**src/rtl/qfr_pkg.sv**
```systemverilog
package qfr_pkg;

  localparam logic [7:0] QFR_OPCODE = 8'h0B;
  localparam int         QFR_HDR_CLKS = 8;

  typedef enum logic [1:0] {
    ST_IDLE,
    ST_RUN,
    ST_HOLD,
    ST_FIN
  } qfr_state_t;

  function automatic logic [3:0] dummy_clocks(input logic [1:0] field);
    case (field)
      2'b10:   dummy_clocks = 4'd6;
      2'b11:   dummy_clocks = 4'd8;
      default: dummy_clocks = 4'd4;
    endcase
  endfunction

endpackage

```
**src/rtl/qfr_cfg.sv**
```systemverilog
module qfr_cfg (
  input  logic       clk,
  input  logic       rst,
  input  logic       we,
  input  logic [1:0] wdata,
  output logic [1:0] field
);
  always_ff @(posedge clk) begin
    if (rst) field <= 2'b00;
    else if (we) field <= wdata;
  end
endmodule

```
**src/rtl/qfr_clkgen.sv**
```systemverilog
module qfr_clkgen #(
  parameter int DIV = 4
) (
  input  logic clk,
  input  logic rst,
  input  logic en,
  output logic rise_tick,
  output logic fall_tick,
  output logic sclk
);
  localparam int HALF = DIV / 2;
  localparam int CW   = (DIV > 2) ? $clog2(DIV) : 1;

  logic [CW-1:0] cnt;

  assign rise_tick = en && (cnt == CW'(HALF - 1));
  assign fall_tick = en && (cnt == CW'(DIV - 1));

  always_ff @(posedge clk) begin
    if (rst || !en) begin
      cnt  <= '0;
      sclk <= 1'b0;
    end else begin
      cnt <= fall_tick ? '0 : cnt + CW'(1);
      if (rise_tick)      sclk <= 1'b1;
      else if (fall_tick) sclk <= 1'b0;
    end
  end
endmodule

```
**src/rtl/qfr_rxpack.sv**
```systemverilog
module qfr_rxpack (
  input  logic       clk,
  input  logic       rst,
  input  logic       clear,
  input  logic       sample,
  input  logic [3:0] nib,
  output logic       byte_valid,
  output logic [7:0] byte_data
);
  logic       second;
  logic [3:0] hi;

  always_ff @(posedge clk) begin
    if (rst) begin
      second     <= 1'b0;
      hi         <= 4'h0;
      byte_valid <= 1'b0;
      byte_data  <= 8'h00;
    end else begin
      byte_valid <= 1'b0;
      if (clear) begin
        second <= 1'b0;
      end else if (sample) begin
        if (!second) begin
          hi     <= nib;
          second <= 1'b1;
        end else begin
          byte_data  <= {hi, nib};
          byte_valid <= 1'b1;
          second     <= 1'b0;
        end
      end
    end
  end
endmodule

```
**src/rtl/qfr_ctrl.sv**
```systemverilog
module qfr_ctrl
  import qfr_pkg::*;
#(
  parameter int DIV   = 4,
  parameter int CNT_W = 8
) (
  input  logic             clk,
  input  logic             rst,
  input  logic             cfg_we,
  input  logic [1:0]       cfg_field,
  input  logic             req_valid,
  output logic             req_ready,
  input  logic [23:0]      req_addr,
  input  logic [CNT_W-1:0] req_len,
  output logic             rd_valid,
  output logic [7:0]       rd_data,
  output logic             done,
  output logic             cs_n,
  output logic             sclk,
  output logic [3:0]       io_out,
  output logic [3:0]       io_oe,
  input  logic [3:0]       io_in
);
  localparam int IDX_W = CNT_W + 6;

  qfr_state_t       state;
  logic             run;
  logic             rise_tick, fall_tick;
  logic [1:0]       field;
  logic [IDX_W-1:0] clk_idx, data_start, last_idx;
  logic [27:0]      sh;
  logic             accept, sample;
  logic [3:0]       dcnt;

  qfr_cfg u_cfg (
    .clk(clk), .rst(rst), .we(cfg_we), .wdata(cfg_field), .field(field)
  );

  qfr_clkgen #(.DIV(DIV)) u_clk (
    .clk(clk), .rst(rst), .en(run),
    .rise_tick(rise_tick), .fall_tick(fall_tick), .sclk(sclk)
  );

  assign req_ready = (state == ST_IDLE);
  assign accept    = req_ready && req_valid;
  assign dcnt      = dummy_clocks(field);
  assign sample    = (state == ST_RUN) && rise_tick && (clk_idx >= data_start);

  qfr_rxpack u_rx (
    .clk(clk), .rst(rst), .clear(accept), .sample(sample), .nib(io_in),
    .byte_valid(rd_valid), .byte_data(rd_data)
  );

  always_ff @(posedge clk) begin
    if (rst) begin
      state      <= ST_IDLE;
      run        <= 1'b0;
      cs_n       <= 1'b1;
      io_out     <= 4'h0;
      io_oe      <= 4'h0;
      done       <= 1'b0;
      clk_idx    <= '0;
      data_start <= '0;
      last_idx   <= '0;
      sh         <= '0;
    end else begin
      done <= 1'b0;
      case (state)
        ST_IDLE: begin
          if (accept) begin
            state      <= ST_RUN;
            run        <= 1'b1;
            cs_n       <= 1'b0;
            io_oe      <= 4'hF;
            io_out     <= QFR_OPCODE[7:4];
            sh         <= {QFR_OPCODE[3:0], req_addr};
            clk_idx    <= '0;
            data_start <= IDX_W'(QFR_HDR_CLKS) + IDX_W'(dcnt);
            last_idx   <= IDX_W'(QFR_HDR_CLKS + 1) + IDX_W'(dcnt)
                          + (IDX_W'(req_len) << 1);
          end
        end
        ST_RUN: begin
          if (fall_tick) begin
            clk_idx <= clk_idx + IDX_W'(1);
            if (clk_idx < IDX_W'(QFR_HDR_CLKS - 1)) begin
              io_out <= sh[27:24];
              sh     <= {sh[23:0], 4'h0};
            end else begin
              io_out <= 4'h0;
            end
            if (clk_idx == data_start - IDX_W'(1)) io_oe <= 4'h0;
            if (clk_idx == last_idx) begin
              run   <= 1'b0;
              state <= ST_HOLD;
            end
          end
        end
        ST_HOLD: begin
          cs_n  <= 1'b1;
          state <= ST_FIN;
        end
        default: begin
          done  <= 1'b1;
          state <= ST_IDLE;
        end
      endcase
    end
  end
endmodule

```
**config.mk**
```make
export PLATFORM = sky130hd
export DESIGN_NAME = qfr_ctrl
export DESIGN_NICKNAME = d
export VERILOG_FILES = /design/src/rtl/qfr_pkg.sv /design/src/rtl/qfr_cfg.sv /design/src/rtl/qfr_clkgen.sv /design/src/rtl/qfr_rxpack.sv /design/src/rtl/qfr_ctrl.sv
export SDC_FILE = /design/constraint.sdc
export NUM_CORES = 1
export LEC_CHECK = 0
export BUFFER_PORTS_ARGS = -buffer_cell sky130_fd_sc_hd__buf_2
export CAP_MARGIN = 20
export CORE_AREA = 4 4 150 80
export CTS_CLUSTER_SIZE = 30
export DETAILED_ROUTE_END_ITERATION = 16
export DIE_AREA = 0 0 154 84
export GPL_TIMING_DRIVEN = 0
export SYNTH_ARGS = -nofsm -noshare
export SYNTH_HDL_FRONTEND = slang
export SYNTH_SLANG_ARGS = --single-unit
```
**constraint.sdc**
```tcl
create_clock -name clk -period 2.6 [get_ports clk]
set_input_delay 0.13 -clock clk [delete_from_list [all_inputs] [get_ports clk]]
set_output_delay 0.13 -clock clk [all_outputs]
set_load 0.02 [all_outputs]
```
==> results.sh <==
export IMPL_io_pins=63
export IMPL_io_buffer_count=62
export IMPL_slew_limit_headroom_pct=53.8
export IMPL_dr_pass1_iters=5
export IMPL_fmax_ghz=0.409
export IMPL_period_needed_ns=2.45
export IMPL_yosys_area_top_type="dfxtp_1"
export IMPL_place_ws_ns=0.132
export IMPL_grt_pass1_wl_um=17000
export IMPL_clock_power_share_pct=27.0
export IMPL_synth_fa_ha_area_share_pct=6.82
export IMPL_cp_slowest_stage_delay_ns=0.46
export IMPL_synth_area_mux_share_pct=8.69
export IMPL_async_flop_share_pct=0
export IMPL_power_frac_seq_pct=39.3
export IMPL_p_leak_nw=2.01
export IMPL_switching_power_mw=1.64
export IMPL_combinationalPowerShare_pct=33.7
export IMPL_n_fill_cell=1011
export IMPL_fin_skew_ns=0.00864
export IMPL_area_growth_pct=18.9
export IMPL_cpMaxStageDelayCell="a2111oi_0"
export IMPL_drive_gt1_share_pct=19.0
export IMPL_start_kind="flip-flop"
export IMPL_cts_root_buf="clkbuf_16"
export IMPL_die_h_um=84
export IMPL_endpoint="u_rx.byte_data[4]"
export IMPL_ir_drop_mv=0.567
export IMPL_dieArea_sq_um=12900
export IMPL_cts_resized=0
export IMPL_cts_buffer_depth=2
export IMPL_synth_area_per_cell_sq_um=9.02
export IMPL_status="finished, final reports clean"
export IMPL_ant_nets=0
export IMPL_worst_pin_slew_ns=0.693
export IMPL_synth_compound_area_share_pct=11.8
export IMPL_clk_latency_ns=0.34
export IMPL_rsz0062_at_grt="no"
export IMPL_path_class="flip-flop to flip-flop"
export IMPL_cts_htree_levels=3
export IMPL_hold_class="input pin to flip-flop"
export IMPL_finalWeightedCongestion=0.862
export IMPL_grt_max_degree=15
export IMPL_vias=3507
export IMPL_use_met3_pct=5.02
export IMPL_finalSetupViolCount=0
export IMPL_overflow=0
export IMPL_setup_slack_ns=0.155
export IMPL_initial_core_util_pct=38.7
export IMPL_drc=0
export IMPL_syn_inst=460
export IMPL_antenna_found_initial=0
export IMPL_avgViaCountPerCell=5.13
export IMPL_startpoint="data_start[3]"
export IMPL_nNetsFinal=597
export IMPL_switching_share_pct=36.4
export IMPL_worstPathArrival_ns=2.71
export IMPL_ys_seq_elements=84
export IMPL_utilization_pct=46.1
export IMPL_synth_distinct_cells=50
export IMPL_wl_per_cell_um=15.1
export IMPL_dp_cells=667
export IMPL_critPathRequiredTime_ns=2.87
export IMPL_ys_warnings_count=0
export IMPL_ctsHoldBuffers=0
export IMPL_grt_met1_usage_pct=26.4
export IMPL_cts_setup_buffers=0
export IMPL_cts_sinks=84
export IMPL_tritoncts="built"
export IMPL_hold_violations=0
export IMPL_r2r_setup_slack_ns=0.15
export IMPL_grt_busiest_layer="met1"
export IMPL_synth_top_family_by_area="simple AND/OR/NAND/NOR gates"
export IMPL_path_cells="inv_1 -> ha_1 -> and3b_1 -> a2111oi_0 -> o2111a_2 -> or3_1 -> buf_6 -> mux2i_1"
export IMPL_synthSimpleGateAreaFrac_pct=20.8
export IMPL_r2r_end="u_rx.byte_data[4]"
export IMPL_grt_pass1_vias=3348
export IMPL_p_int_mw=2.87
export IMPL_hold_ws_ns=0.0256
export IMPL_fin_tns_setup_ns=0
export IMPL_synth_seq_area_share_pct=40.5
export IMPL_drt_iter0_markers=163
export IMPL_finalNonFillerCells=683
export IMPL_synthTopCellsByArea="dfxtp_1 (41%), mux2i_1 (8.7%), ha_1 (6.3%)"
export IMPL_yosysTopAreaCellShare_pct=40.5
export IMPL_synth_edf_count=0
export IMPL_die_x_um=154
export IMPL_fin_area_sq_um=4930
export IMPL_r2r_start="data_start[3]"
export IMPL_finalMaxSlewViolations=0
export IMPL_grt_util_met2_pct=20.6
export IMPL_antenna_cells=0
export IMPL_grtUsageTotal_pct=16.4
export IMPL_wirelength_um=10300
export IMPL_fin_crit_sh_pct=94.0
export IMPL_cp_end_kind="flip-flop"
export IMPL_core_sq_um=10700
export IMPL_synth_main_ff_cell="dfxtp_1"
export IMPL_synth_xor_area_share_pct=6.12
export IMPL_synth_nets=524
export IMPL_r2r_cells=8
export IMPL_floorplan_rows=27
export IMPL_worstPathMaxFanout=8
export IMPL_placed_area_sq_um=4640
export IMPL_cts_made_buffers=9
export IMPL_total_power_mw=4.50
export IMPL_synth_area_sq_um=4150
export IMPL_p_per_area_nw_per_um2=913
export IMPL_dp_hpwl_um=7910
export IMPL_cap_violations=0
export IMPL_clk_pin_slew_ns=0.06
==> state kept, by name (all words and copies together), names as in the netlist, 2 cells and up <==
| name | cells |
|---|---|
| sh | 28 |
| clk_idx | 14 |
| u_rx.hi | 4 |
| io_out | 4 |
| u_clk.cnt | 2 |
| u_cfg.field | 2 |
| u_rx.byte_data | 8 |
| last_idx | 10 |
| state | 2 |
| data_start | 3 |
==> cells in the mapped netlist, types with 3 or more instances <==
| cell type | number |
|---|---|
| mux2i_1 | 36 |
| xor2_1 | 10 |
| a21o_1 | 3 |
| nor2_1 | 63 |
| buf_2 | 7 |
| clkbuf_1 | 17 |
| o21ai_0 | 4 |
| a211oi_1 | 25 |
| buf_1 | 3 |
| nand4_1 | 6 |
| nand2b_1 | 18 |
| xnor2_1 | 19 |
| or3_1 | 4 |
| buf_4 | 3 |
| nand2_1 | 29 |
| a22oi_1 | 4 |
| inv_1 | 19 |
| dfxtp_1 | 84 |
| nor3_1 | 10 |
| nor3b_1 | 3 |
| nor2b_1 | 3 |
| nand3_1 | 13 |
| nor4_1 | 5 |
| a21oi_1 | 17 |
| ha_1 | 21 |
==> cell type report <==
cell class              count  area, sq um  share of cell area (%)
flip-flops and latches     84         1680                    34.1
clock inverters             5         35.0                   0.710
multi-input cells         326         2260                    45.7
repair buffers             62          310                    6.29
plain buffers              31          145                    2.94
well taps                 145          181                    3.68
inverters                  19         71.3                    1.45
clock buffers              11          253                    5.12
==> power by group through the flow <==
stage	Combinational, mW	Sequential (mW)	Clock, mW
3_3_place_gp	1.47	1.78	0
3_5_place_dp	1.50	1.79	0
2_1_floorplan	1.11	1.75	0
5_1_grt	1.69	1.80	1.31
6_report	1.52	1.77	1.22
4_1_cts	1.51	1.76	1.25
==> worst max-delay path, delay by kind of cell (launching register included) <==
kind | cells | cell delay, ns
AND/OR/NAND/NOR | 2 | 0.30
multiplexers | 1 | 0.19
adder cells (fa/ha/maj) | 1 | 0.31
flip-flops | 1 | 0.45
AO/OA/AOI/OAI | 2 | 0.82
buffers and inverters | 2 | 0.29
==> cells by family after synthesis <==
family,after synthesis
mux,36
buf+inv,50
simple gates,170
flops,84
xor+xnor,29
compound gates,69
fa+ha+maj,22
==> how the worst min path moves through the flow <==
stage                       from             end  cells past startpoint
global route        cfg_field[0]  u_cfg.field[0]                      3
detailed placement  cfg_field[0]  u_cfg.field[0]                      3
CTS                 cfg_field[0]  u_cfg.field[0]                      3
global placement    cfg_field[1]  u_cfg.field[1]                      3
floorplan           cfg_field[0]  u_cfg.field[0]                      2
finish              cfg_field[0]  u_cfg.field[0]                      3
==> layout by cell type (no fill, tap or decap), types with 3 or more instances in the layout <==
cell / instances
a211oi_1: 25
a21o_1: 3
a21oi_1: 16
a21oi_2: 3
a22oi_1: 4
buf_1: 3
buf_2: 69
buf_4: 3
clkbuf_1: 16
clkbuf_16: 9
dfxtp_1: 84
ha_1: 21
inv_1: 19
mux2i_1: 36
nand2_1: 29
nand2b_1: 18
nand3_1: 13
nand4_1: 6
nor2_1: 63
nor2b_1: 3
nor3_1: 10
nor3b_1: 3
nor4_1: 5
o21ai_0: 4
or3_1: 4
xnor2_1: 19
xor2_1: 10
==> routing by layer <==
layer  up-vias  wire length [um]
met5         -                 0
met4         0                80
met3         9               763
met2       103              3760
met1      1656              5700
li1       1739                 -
No activity file was read; power rests on OpenSTA's default activity.
